File: src/rtl/baud_pkg.sv
package baud_pkg;
  localparam int unsigned BYTE_W = 8;

  typedef struct packed {
    logic ovs_8x;    // bit 1: 1 = 8 samples per bit
    logic pre_div4;  // bit 0: 1 = prescale by 4
  } baud_ctrl_t;
endpackage

File: src/rtl/baud_regs.sv
module baud_regs
  import baud_pkg::*;
#(
  parameter int unsigned DIV_W  = 16,
  parameter int unsigned ADDR_W = 2
) (
  input  logic                 clk,
  input  logic                 rst,
  input  logic                 wr_en,
  input  logic [ADDR_W-1:0]    wr_addr,
  input  logic [BYTE_W-1:0]    wr_data,
  output logic [DIV_W-1:0]     divisor,
  output baud_ctrl_t           ctrl,
  output logic                 reload
);
  localparam int unsigned NBYTES = DIV_W / BYTE_W;
  localparam logic [ADDR_W-1:0] CTRL_A = ADDR_W'(NBYTES);

  logic [DIV_W-1:0] div_q;

  for (genvar g = 0; g < NBYTES; g++) begin : g_lane
    always_ff @(posedge clk) begin
      if (rst)
        div_q[g*BYTE_W +: BYTE_W] <= '0;
      else if (wr_en && wr_addr == ADDR_W'(g))
        div_q[g*BYTE_W +: BYTE_W] <= wr_data;
    end
  end

  always_ff @(posedge clk) begin
    if (rst) begin
      ctrl   <= '0;
      reload <= 1'b0;
    end else begin
      if (wr_en && wr_addr == CTRL_A)
        ctrl <= baud_ctrl_t'(wr_data[1:0]);
      reload <= wr_en && (wr_addr <= CTRL_A);
    end
  end

  assign divisor = div_q;


  ctrl_update_chk: assert property (@(posedge clk) disable iff (rst)
    (wr_en && wr_addr == CTRL_A) |=> (ctrl == baud_ctrl_t'($past(wr_data[1:0]))));


  ignore_wr_chk: assert property (@(posedge clk) disable iff (rst)
    (wr_en && wr_addr > CTRL_A) |=> !reload);
endmodule

File: src/rtl/baud_prescaler.sv
module baud_prescaler #(
  parameter int unsigned PRE_DIV = 4
) (
  input  logic clk,
  input  logic rst,
  input  logic restart,
  input  logic div_sel,
  output logic pre_en
);
  localparam int unsigned PRE_W = (PRE_DIV > 1) ? $clog2(PRE_DIV) : 1;
  localparam logic [PRE_W-1:0] PRE_LAST = PRE_W'(PRE_DIV - 1);

  logic [PRE_W-1:0] cnt;

  always_ff @(posedge clk) begin
    if (rst || restart)
      cnt <= '0;
    else if (cnt == PRE_LAST)
      cnt <= '0;
    else
      cnt <= cnt + PRE_W'(1);
  end

  assign pre_en = !div_sel || (cnt == PRE_LAST);


  pre_gap_chk: assert property (@(posedge clk) disable iff (rst)
    (div_sel && pre_en && !restart) |=> (!pre_en || !div_sel));
endmodule

File: src/rtl/baud_divider.sv
module baud_divider #(
  parameter int unsigned DIV_W = 16
) (
  input  logic             clk,
  input  logic             rst,
  input  logic             restart,
  input  logic             step,
  input  logic [DIV_W-1:0] divisor,
  output logic             sample_now,
  output logic             sample_tick
);
  logic [DIV_W-1:0] cnt;
  logic [DIV_W-1:0] div_last;

  // a zero divisor runs as one
  assign div_last   = (divisor == '0) ? '0 : divisor - DIV_W'(1);
  assign sample_now = step && (cnt >= div_last);

  always_ff @(posedge clk) begin
    if (rst || restart) begin
      cnt         <= '0;
      sample_tick <= 1'b0;
    end else begin
      sample_tick <= sample_now;
      if (sample_now)
        cnt <= '0;
      else if (step)
        cnt <= cnt + DIV_W'(1);
    end
  end


  restart_quiet_chk: assert property (@(posedge clk) disable iff (rst)
    restart |=> !sample_tick);
endmodule

File: src/rtl/baud_oversampler.sv
module baud_oversampler #(
  parameter int unsigned OVS_HI = 16,
  parameter int unsigned OVS_LO = 8
) (
  input  logic clk,
  input  logic rst,
  input  logic restart,
  input  logic mode_lo,
  input  logic sample_now,
  output logic bit_tick
);
  localparam int unsigned OVS_W = $clog2(OVS_HI);
  localparam logic [OVS_W-1:0] LAST_HI = OVS_W'(OVS_HI - 1);
  localparam logic [OVS_W-1:0] LAST_LO = OVS_W'(OVS_LO - 1);

  logic [OVS_W-1:0] cnt;
  logic [OVS_W-1:0] last;
  logic             wrap;

  assign last = mode_lo ? LAST_LO : LAST_HI;
  assign wrap = sample_now && (cnt >= last);

  always_ff @(posedge clk) begin
    if (rst || restart) begin
      cnt      <= '0;
      bit_tick <= 1'b0;
    end else begin
      bit_tick <= wrap;
      if (wrap)
        cnt <= '0;
      else if (sample_now)
        cnt <= cnt + OVS_W'(1);
    end
  end


  bit_one_cycle_chk: assert property (@(posedge clk) disable iff (rst)
    (bit_tick && !restart) |=> !bit_tick);
endmodule

File: src/rtl/baud_gen.sv
module baud_gen
  import baud_pkg::*;
#(
  parameter int unsigned DIV_W   = 16,
  parameter int unsigned ADDR_W  = 2,
  parameter int unsigned PRE_DIV = 4,
  parameter int unsigned OVS_HI  = 16,
  parameter int unsigned OVS_LO  = 8
) (
  input  logic              clk,
  input  logic              rst,
  input  logic              wr_en,
  input  logic [ADDR_W-1:0] wr_addr,
  input  logic [7:0]        wr_data,
  output logic              sample_tick,
  output logic              bit_tick
);
  logic [DIV_W-1:0] divisor;
  baud_ctrl_t       ctrl;
  logic             reload;
  logic             pre_en;
  logic             sample_now;

  baud_regs #(.DIV_W(DIV_W), .ADDR_W(ADDR_W)) u_regs (
    .clk(clk), .rst(rst), .wr_en(wr_en), .wr_addr(wr_addr),
    .wr_data(wr_data), .divisor(divisor), .ctrl(ctrl), .reload(reload)
  );

  baud_prescaler #(.PRE_DIV(PRE_DIV)) u_pre (
    .clk(clk), .rst(rst), .restart(reload),
    .div_sel(ctrl.pre_div4), .pre_en(pre_en)
  );

  baud_divider #(.DIV_W(DIV_W)) u_div (
    .clk(clk), .rst(rst), .restart(reload), .step(pre_en),
    .divisor(divisor), .sample_now(sample_now), .sample_tick(sample_tick)
  );

  baud_oversampler #(.OVS_HI(OVS_HI), .OVS_LO(OVS_LO)) u_ovs (
    .clk(clk), .rst(rst), .restart(reload), .mode_lo(ctrl.ovs_8x),
    .sample_now(sample_now), .bit_tick(bit_tick)
  );


  bit_on_sample_chk: assert property (@(posedge clk) disable iff (rst)
    bit_tick |-> sample_tick);


  reset_quiet_chk: assert property (@(posedge clk)
    rst |=> (!sample_tick && !bit_tick));
endmodule

File: config.mk
export PLATFORM = sky130hd
export DESIGN_NAME = baud_gen
export DESIGN_NICKNAME = d
export VERILOG_FILES = /design/src/rtl/baud_pkg.sv /design/src/rtl/baud_regs.sv /design/src/rtl/baud_prescaler.sv /design/src/rtl/baud_divider.sv /design/src/rtl/baud_oversampler.sv /design/src/rtl/baud_gen.sv
export SDC_FILE = /design/constraint.sdc
export NUM_CORES = 1
export LEC_CHECK = 0
export ABC_AREA = 1
export CORE_ASPECT_RATIO = 1.1
export CORE_MARGIN = 4
export CORE_UTILIZATION = 44
export DETAILED_ROUTE_END_ITERATION = 8
export PLACE_DENSITY = 0.69
export SLEW_MARGIN = 15
export SYNTH_ARGS = -nofsm -noshare
export SYNTH_HDL_FRONTEND = slang
export SYNTH_SLANG_ARGS = --single-unit
File: constraint.sdc
create_clock -name clk -period 3.7 [get_ports clk]
set_input_delay 0.37 -clock clk [delete_from_list [all_inputs] [get_ports clk]]
set_output_delay 0.37 -clock clk [all_outputs]
set_load 0.01 [all_outputs]
== Word level (Yosys, flattened, before mapping) ==
Cells that the tools add are included.
Cells by class
  add/subtract/negate cells: 4
  $lt $le $gt $ge: 3
  equality and inequality tests: 3
  muxes and demuxes: 2
  reduce and logical (&&, ||, !) cells: 14
Operators with widths (count)
  adder 16 x 1 -> 16 bit, second input constant: 1
  >= comparator 16 bit: 1
  logical NOT 16 bit: 1
  2-to-1 mux 16 bit: 1
  subtractor 16 x 1 -> 16 bit, second input constant: 1
  logical AND 1 bit: 6
  OR reduction 2 bit: 3
  adder 4 x 1 -> 4 bit, second input constant: 1
  equality test 2 bit, second input constant: 2
  >= comparator 4 bit: 1
  2-to-1 mux 4 bit: 1
  adder 2 x 1 -> 2 bit, second input constant: 1
  equality test 2 x 1 -> 1 bit, second input constant: 1
  less-or-equal comparator 2 bit, second input constant: 1
  logical NOT 2 bit: 1
  logical OR 1 bit: 2
  logical NOT 1 bit: 1
Word-level totals
  bits of input ports: 13
  flip-flop bits (word level): 43
  output and inout bits: 2
  word-level logic and storage cells: 36

== Logic depth before layout (Yosys ltp) ==
  depth after elaboration: 6
  mapped depth: 22
  gate-level depth less buffers: 21

== Hierarchy ==
A second synthesis with hierarchy kept.
Unflattened totals
  cell total of the unflattened synthesis: 415
  area, all modules: 2840.2 um^2
Modules (own cells, without submodules)
  baud_divider: instances 1, sequential area each 340.3 um^2, area each 1682.9 um^2, cells an instance 253
  baud_regs: instances 1, sequential area each 380.4 um^2, area each 839.6 um^2, cells an instance 122
  baud_oversampler: instances 1, sequential area each 100.1 um^2, area each 239.0 um^2, cells an instance 30
  baud_prescaler: instances 1, sequential area each 40.0 um^2, area each 78.8 um^2, cells an instance 10

== Worst setup path before layout ==
Ideal clock, no wire load.
  path type: register to register
  start point: register u_regs.div_q[0] (netlist: u_regs.divisor[0])
  end point: register u_div.cnt[11]
  cell stages (with the launch flop): 18
  buffers on the path: 1
  data arrival time: 2.321 ns
  required time: 3.585 ns
  path slack: 1.264 ns
  setup time: 0.115 ns
  cell sequence: dfxtp_1 inv_1 ha_1 nand2_1 nor2_1 inv_1 nor3_1 xor2_1 nand2_1 ha_1 nand4_1 nor3_1 nand2_2 nand2_4 nand2_8 nand2_4 buf_6 nor2_2
Between the ends
  cells in the longest elaborated chain, start to end: 5
  elaborated cells between the ends (all ways): 6
RTL lines
  from (decl): RTL line baud_regs.sv:19  | logic [DIV_W-1:0] div_q;
  from (signal, indexed assignment): RTL line baud_regs.sv:26  | div_q[g*BYTE_W +: BYTE_W] <= wr_data;
  subtractor 16 x 1 -> 16 bit or logical NOT 16 bit (tied branches): RTL line baud_divider.sv:16  | assign div_last = (divisor == '0) ? '0 : divisor - DIV_W'(1);
  2-to-1 mux 16 bit *: RTL line baud_divider.sv:16
  >= comparator 16 bit *: RTL line baud_divider.sv:17  | assign sample_now = step && (cnt >= div_last);
  logical AND 1 bit *: RTL line baud_divider.sv:17
  OR reduction 2 bit (no line) *
  to (signal assigned): RTL line baud_divider.sv:28  | cnt <= cnt + DIV_W'(1);
  to (decl): RTL line baud_divider.sv:12  | logic [DIV_W-1:0] cnt;
Mark *: on every way between the ends. The rest lies on a longest branch, timed or not.
A chain may end at the register's enable or synchronous reset.

== Worst setup path in the final report ==
  start point: register u_regs.div_q[0] (netlist: u_regs.divisor[0])
  end point: register u_ovs.cnt[1]
Between the ends
  cells in the longest elaborated chain, start to end: 6
  elaborated cells between the ends (all ways): 7
RTL lines
  subtractor 16 x 1 -> 16 bit or logical NOT 16 bit (tied branches): RTL line baud_divider.sv:16
  2-to-1 mux 16 bit *: RTL line baud_divider.sv:16
  >= comparator 16 bit *: RTL line baud_divider.sv:17
  logical AND 1 bit *: RTL line baud_divider.sv:17
  logical AND 1 bit: RTL line baud_oversampler.sv:21  | assign wrap = sample_now && (cnt >= last);
  OR reduction 2 bit (no line)
  to (signal assigned): RTL line baud_oversampler.sv:32  | cnt <= cnt + OVS_W'(1);
  to (decl): RTL line baud_oversampler.sv:16  | logic [OVS_W-1:0] cnt;
Marks and branches as above.

==> results.md <==
- DRT Wirelength: 5.322 mm
- Global-route wire length before repair: 9.211 mm
- Place WS: 0.7818 ns
- Count of input and output buffers: 14
- Netlist cell types: 34
- Clock skew: 0.003982 ns
- Top-Level Pins: 15
- Power Dens Cells: 355.2 mW/mm^2
- Master of the slowest instance on the critical path: sky130_fd_sc_hd__dfxtp_1
- Leakage Power: 1.318 nW
- Worst path top cell family by delay: simple AND/OR/NAND/NOR gates
- Number of nets with antenna violations after detailed routing: 0
- YS warnings: 0
- Required @ worst endpoint: 3.90 ns
- DRC marker count from the first detailed-route iteration: 79
- CP Data Arrival Time: 3.13 ns
- Worst Path Buf+Inv: 3
- CTS sink count: 43
- CTS max path bufs: 2
- CP Class: reg2reg
- Register Area: 860.8 sq um
- Placeable core area: 0.005806 sq mm
- Clock latency of the later-clocked register in the worst-skew pair: 0.29 ns
- GR Util All Layers: 16.32%
- Asr flop ratio synth: 0%
- N_diodes: 0
- Number of instances in the synthesized netlist: 364
- HP Class: reg2reg
- Max-slew violations: 0
- Final core utilization: 50.58%
- Proportion of layout cells with a drive suffix above 1: 9.763%
- Hold buffer count at CTS: 0
- CTS tree: built
- RSZ-0062 raised after global routing: false
- Series of cell instances along the critical path: inv_1, ha_1, nand2_1, nor2_1, inv_1, nor3_1, xor2_1, nand2_1, ha_1, nand4_1, nor3_1, nand2_2, nand2_4, nand2_8, nand2_4, nand2_2, nand2_1, inv_1
- Sequential fraction of the synthesis area: 32.54%
- Min cycle time layout: 2.939 ns
- Initial core utilization: 45.56%
- Crit end category: register
- Average detailed-routed wire length per instance: 11.67 um
- Kind of launch point of the worst setup path: register
- Final worst path period share: 79.42%
- Die X-Extent: 81.93 um
- TNS Setup: 0 ns
- Average size of a mapped cell: 7.267 sq um
- Total count of hold-check failures in the final report: 0
- HPWL after detailed placement: 4.306 mm
- Pin count of the biggest net entering global routing: 21
- Top library cells by usage in the layout, fill and taps aside: sky130_fd_sc_hd__nand2_1, sky130_fd_sc_hd__inv_1, sky130_fd_sc_hd__dfxtp_1, sky130_fd_sc_hd__nor2_1
- Area of combinational cells with multiple inputs: 0.001564 sq mm
- Inserted Clock Buffers: 5
- Fmax achieved: 340.3 MHz
- Number of vias in the routed layout: 2262
- Layout fillers: 613
- WHS: 0.4386 ns
- Vias per inst: 4.961
- Primary flip-flop cell chosen by synthesis mapping: sky130_fd_sc_hd__dfxtp_1
- Initial antenna violation count: 0
- Tightest Pin Transition: 0.7105 ns
- Number of global-route vias before repair: 2067
- Result of the run: finished, final reports clean
- Count of unresolved DRC violations after routing: 0
- Clock slew at the register clock pins of the worst setup and hold paths: 0.08 ns
- Level count of the clock H-tree: 2
- Relative slew slack: 52.49%
- Seq cells post-synth: 43
- Post-synthesis instance area: 0.002645 sq mm
- Std-Cell Rows: 29
- Number of max-capacitance violations reported: 0
- Worst IR Drop VDD: 0.0002778 V
- Final non-filler cell total: 456
- Pre-Repair DR Iteration Count: 4
- Worst-case setup margin in the final layout: 0.7614 ns
- Overall overflow remaining after global route: 0
- Net Count, Synth: 399
- Instance count after placement with tap cells included: 448
- Global placer's final weighted congestion: 0.9285
- Root cell of the clock tree: sky130_fd_sc_hd__clkbuf_8
- Most common library cell in the layout ignoring fill and taps: sky130_fd_sc_hd__nand2_1
- Count of flip-flops with a built-in enable after synthesis: 0
- Number of cells upsized or downsized after cts: 0
- Die Ht: 89.32 um
- Max Fanout on Critical Path: 17
- Area growth from synthesis to layout: 11.02%
- Peak per-stage delay on the critical path: 0.31 ns
- Nets: 413
- Total die area: 0.007318 sq mm
- Number of setup buffers added after CTS: 0
- Total setup violations reported at the end of the flow: 0
==> final cells by class <==
type                       count  share of cell area (%)
multi-input combinational    268                   53.26
sequential                    43                   29.31
inverter                      46                   5.965
timing repair buffer          14                   4.772
clock buffer                   8                   3.409
tap                           77                   3.281
==> worst paths after layout <==
path | start | endpoint | slack [ns] | cells after the start
worst max register to register | u_regs.divisor[0]$_SDFFE_PP0P_ | u_ovs.cnt[1]$_SDFFE_PP0P_ | 0.76 | 18
worst min-delay path | u_pre.cnt[0]$_SDFF_PP0_ | u_pre.cnt[0]$_SDFF_PP0_ | 0.44 | 1
worst min register to register | u_pre.cnt[0]$_SDFF_PP0_ | u_pre.cnt[0]$_SDFF_PP0_ | 0.44 | 1
worst max-delay path | u_regs.divisor[0]$_SDFFE_PP0P_ | u_ovs.cnt[1]$_SDFFE_PP0P_ | 0.76 | 18
==> worst reg2reg max path, cell delays in order, from the launching register on <==
cell and delay (ns):
sky130_fd_sc_hd__dfxtp_1 0.31, sky130_fd_sc_hd__inv_1 0.12, sky130_fd_sc_hd__ha_1 0.19, sky130_fd_sc_hd__nand2_1 0.13, sky130_fd_sc_hd__nor2_1 0.15, sky130_fd_sc_hd__inv_1 0.07
sky130_fd_sc_hd__nor3_1 0.20, sky130_fd_sc_hd__xor2_1 0.21, sky130_fd_sc_hd__nand2_1 0.09, sky130_fd_sc_hd__ha_1 0.31, sky130_fd_sc_hd__nand4_1 0.09, sky130_fd_sc_hd__nor3_1 0.22
sky130_fd_sc_hd__nand2_2 0.11, sky130_fd_sc_hd__nand2_4 0.11, sky130_fd_sc_hd__nand2_8 0.08, sky130_fd_sc_hd__nand2_4 0.22, sky130_fd_sc_hd__nand2_2 0.11, sky130_fd_sc_hd__nand2_1 0.07
sky130_fd_sc_hd__inv_1 0.03
==> synthesized netlist by cell type (2+ instances only) <==
master | instances | area [sq um]
sky130_fd_sc_hd__ha_1 | 22 | 275.3
sky130_fd_sc_hd__nor2_1 | 35 | 131.4
sky130_fd_sc_hd__a211oi_1 | 10 | 75.07
sky130_fd_sc_hd__nand2_1 | 83 | 311.6
sky130_fd_sc_hd__nor3_2 | 4 | 40.04
sky130_fd_sc_hd__buf_2 | 3 | 15.01
sky130_fd_sc_hd__xnor2_1 | 4 | 35.03
sky130_fd_sc_hd__buf_6 | 2 | 22.52
sky130_fd_sc_hd__a21oi_1 | 22 | 110.1
sky130_fd_sc_hd__o21ai_0 | 5 | 25.02
sky130_fd_sc_hd__nand4_1 | 9 | 56.30
sky130_fd_sc_hd__nand2_2 | 2 | 12.51
sky130_fd_sc_hd__nand3b_1 | 2 | 15.01
sky130_fd_sc_hd__xor2_1 | 12 | 105.1
sky130_fd_sc_hd__dfxtp_1 | 43 | 860.8
sky130_fd_sc_hd__inv_1 | 43 | 161.4
sky130_fd_sc_hd__nand3_1 | 22 | 110.1
sky130_fd_sc_hd__nor2_2 | 10 | 62.56
sky130_fd_sc_hd__nor3_1 | 9 | 45.04
sky130_fd_sc_hd__nor2_4 | 2 | 22.52
sky130_fd_sc_hd__nand2_4 | 2 | 22.52
sky130_fd_sc_hd__clkbuf_1 | 2 | 7.510
sky130_fd_sc_hd__or2_2 | 2 | 12.51
sky130_fd_sc_hd__inv_2 | 2 | 7.510
sky130_fd_sc_hd__a21oi_2 | 3 | 26.28
==> flip-flops by register name, indices dropped and copies added, names as in the netlist <==
register	cells
u_pre.cnt	2
u_regs.ctrl	2
u_div.sample_tick	1
u_regs.divisor	16
u_div.cnt	16
u_regs.reload	1
u_ovs.bit_tick	1
u_ovs.cnt	4
==> metrics by stage <==
step	cell area (sq um)	total power, mW
final	2937	1.043
after global routing	2937	1.120
after CTS	2937	1.059
after detailed placement	2836	0.7345
after global placement	2836	0.7274
after floorplan	2645	0.6775
==> report_power, final <==
| part | internal [mW] | switching, mW |
|---|---|---|
| clock network | 0.170 | 0.150 |
| registers | 0.476 | 0.0111 |
| logic | 0.0904 | 0.145 |
| total | 0.737 | 0.306 |
==> cell families (layout without fill, tap and decap cells) <==
family	Yosys count	after routing	share of synthesized area [%]
AOI/OAI and AO/OA	44	44	10.08
xor gates and xnor gates	16	16	5.298
adders and majority gates	22	22	10.41
buffers and inverters	53	68	8.325
DFF	43	43	32.55
and+or+nand+nor	186	186	33.35
==> metal layers <==
metal / vias to the layer above / global-route usage, % / wire length (um)
li1: 1219 / - / -
met1: 1001 / 21.04 / 2610
met2: 34 / 26.67 / 2457
met3: 8 / 3.327 / 155
met4: 0 / 6.344 / 99
met5: - / 0 / 0
(Power assumes the default switching activity.)
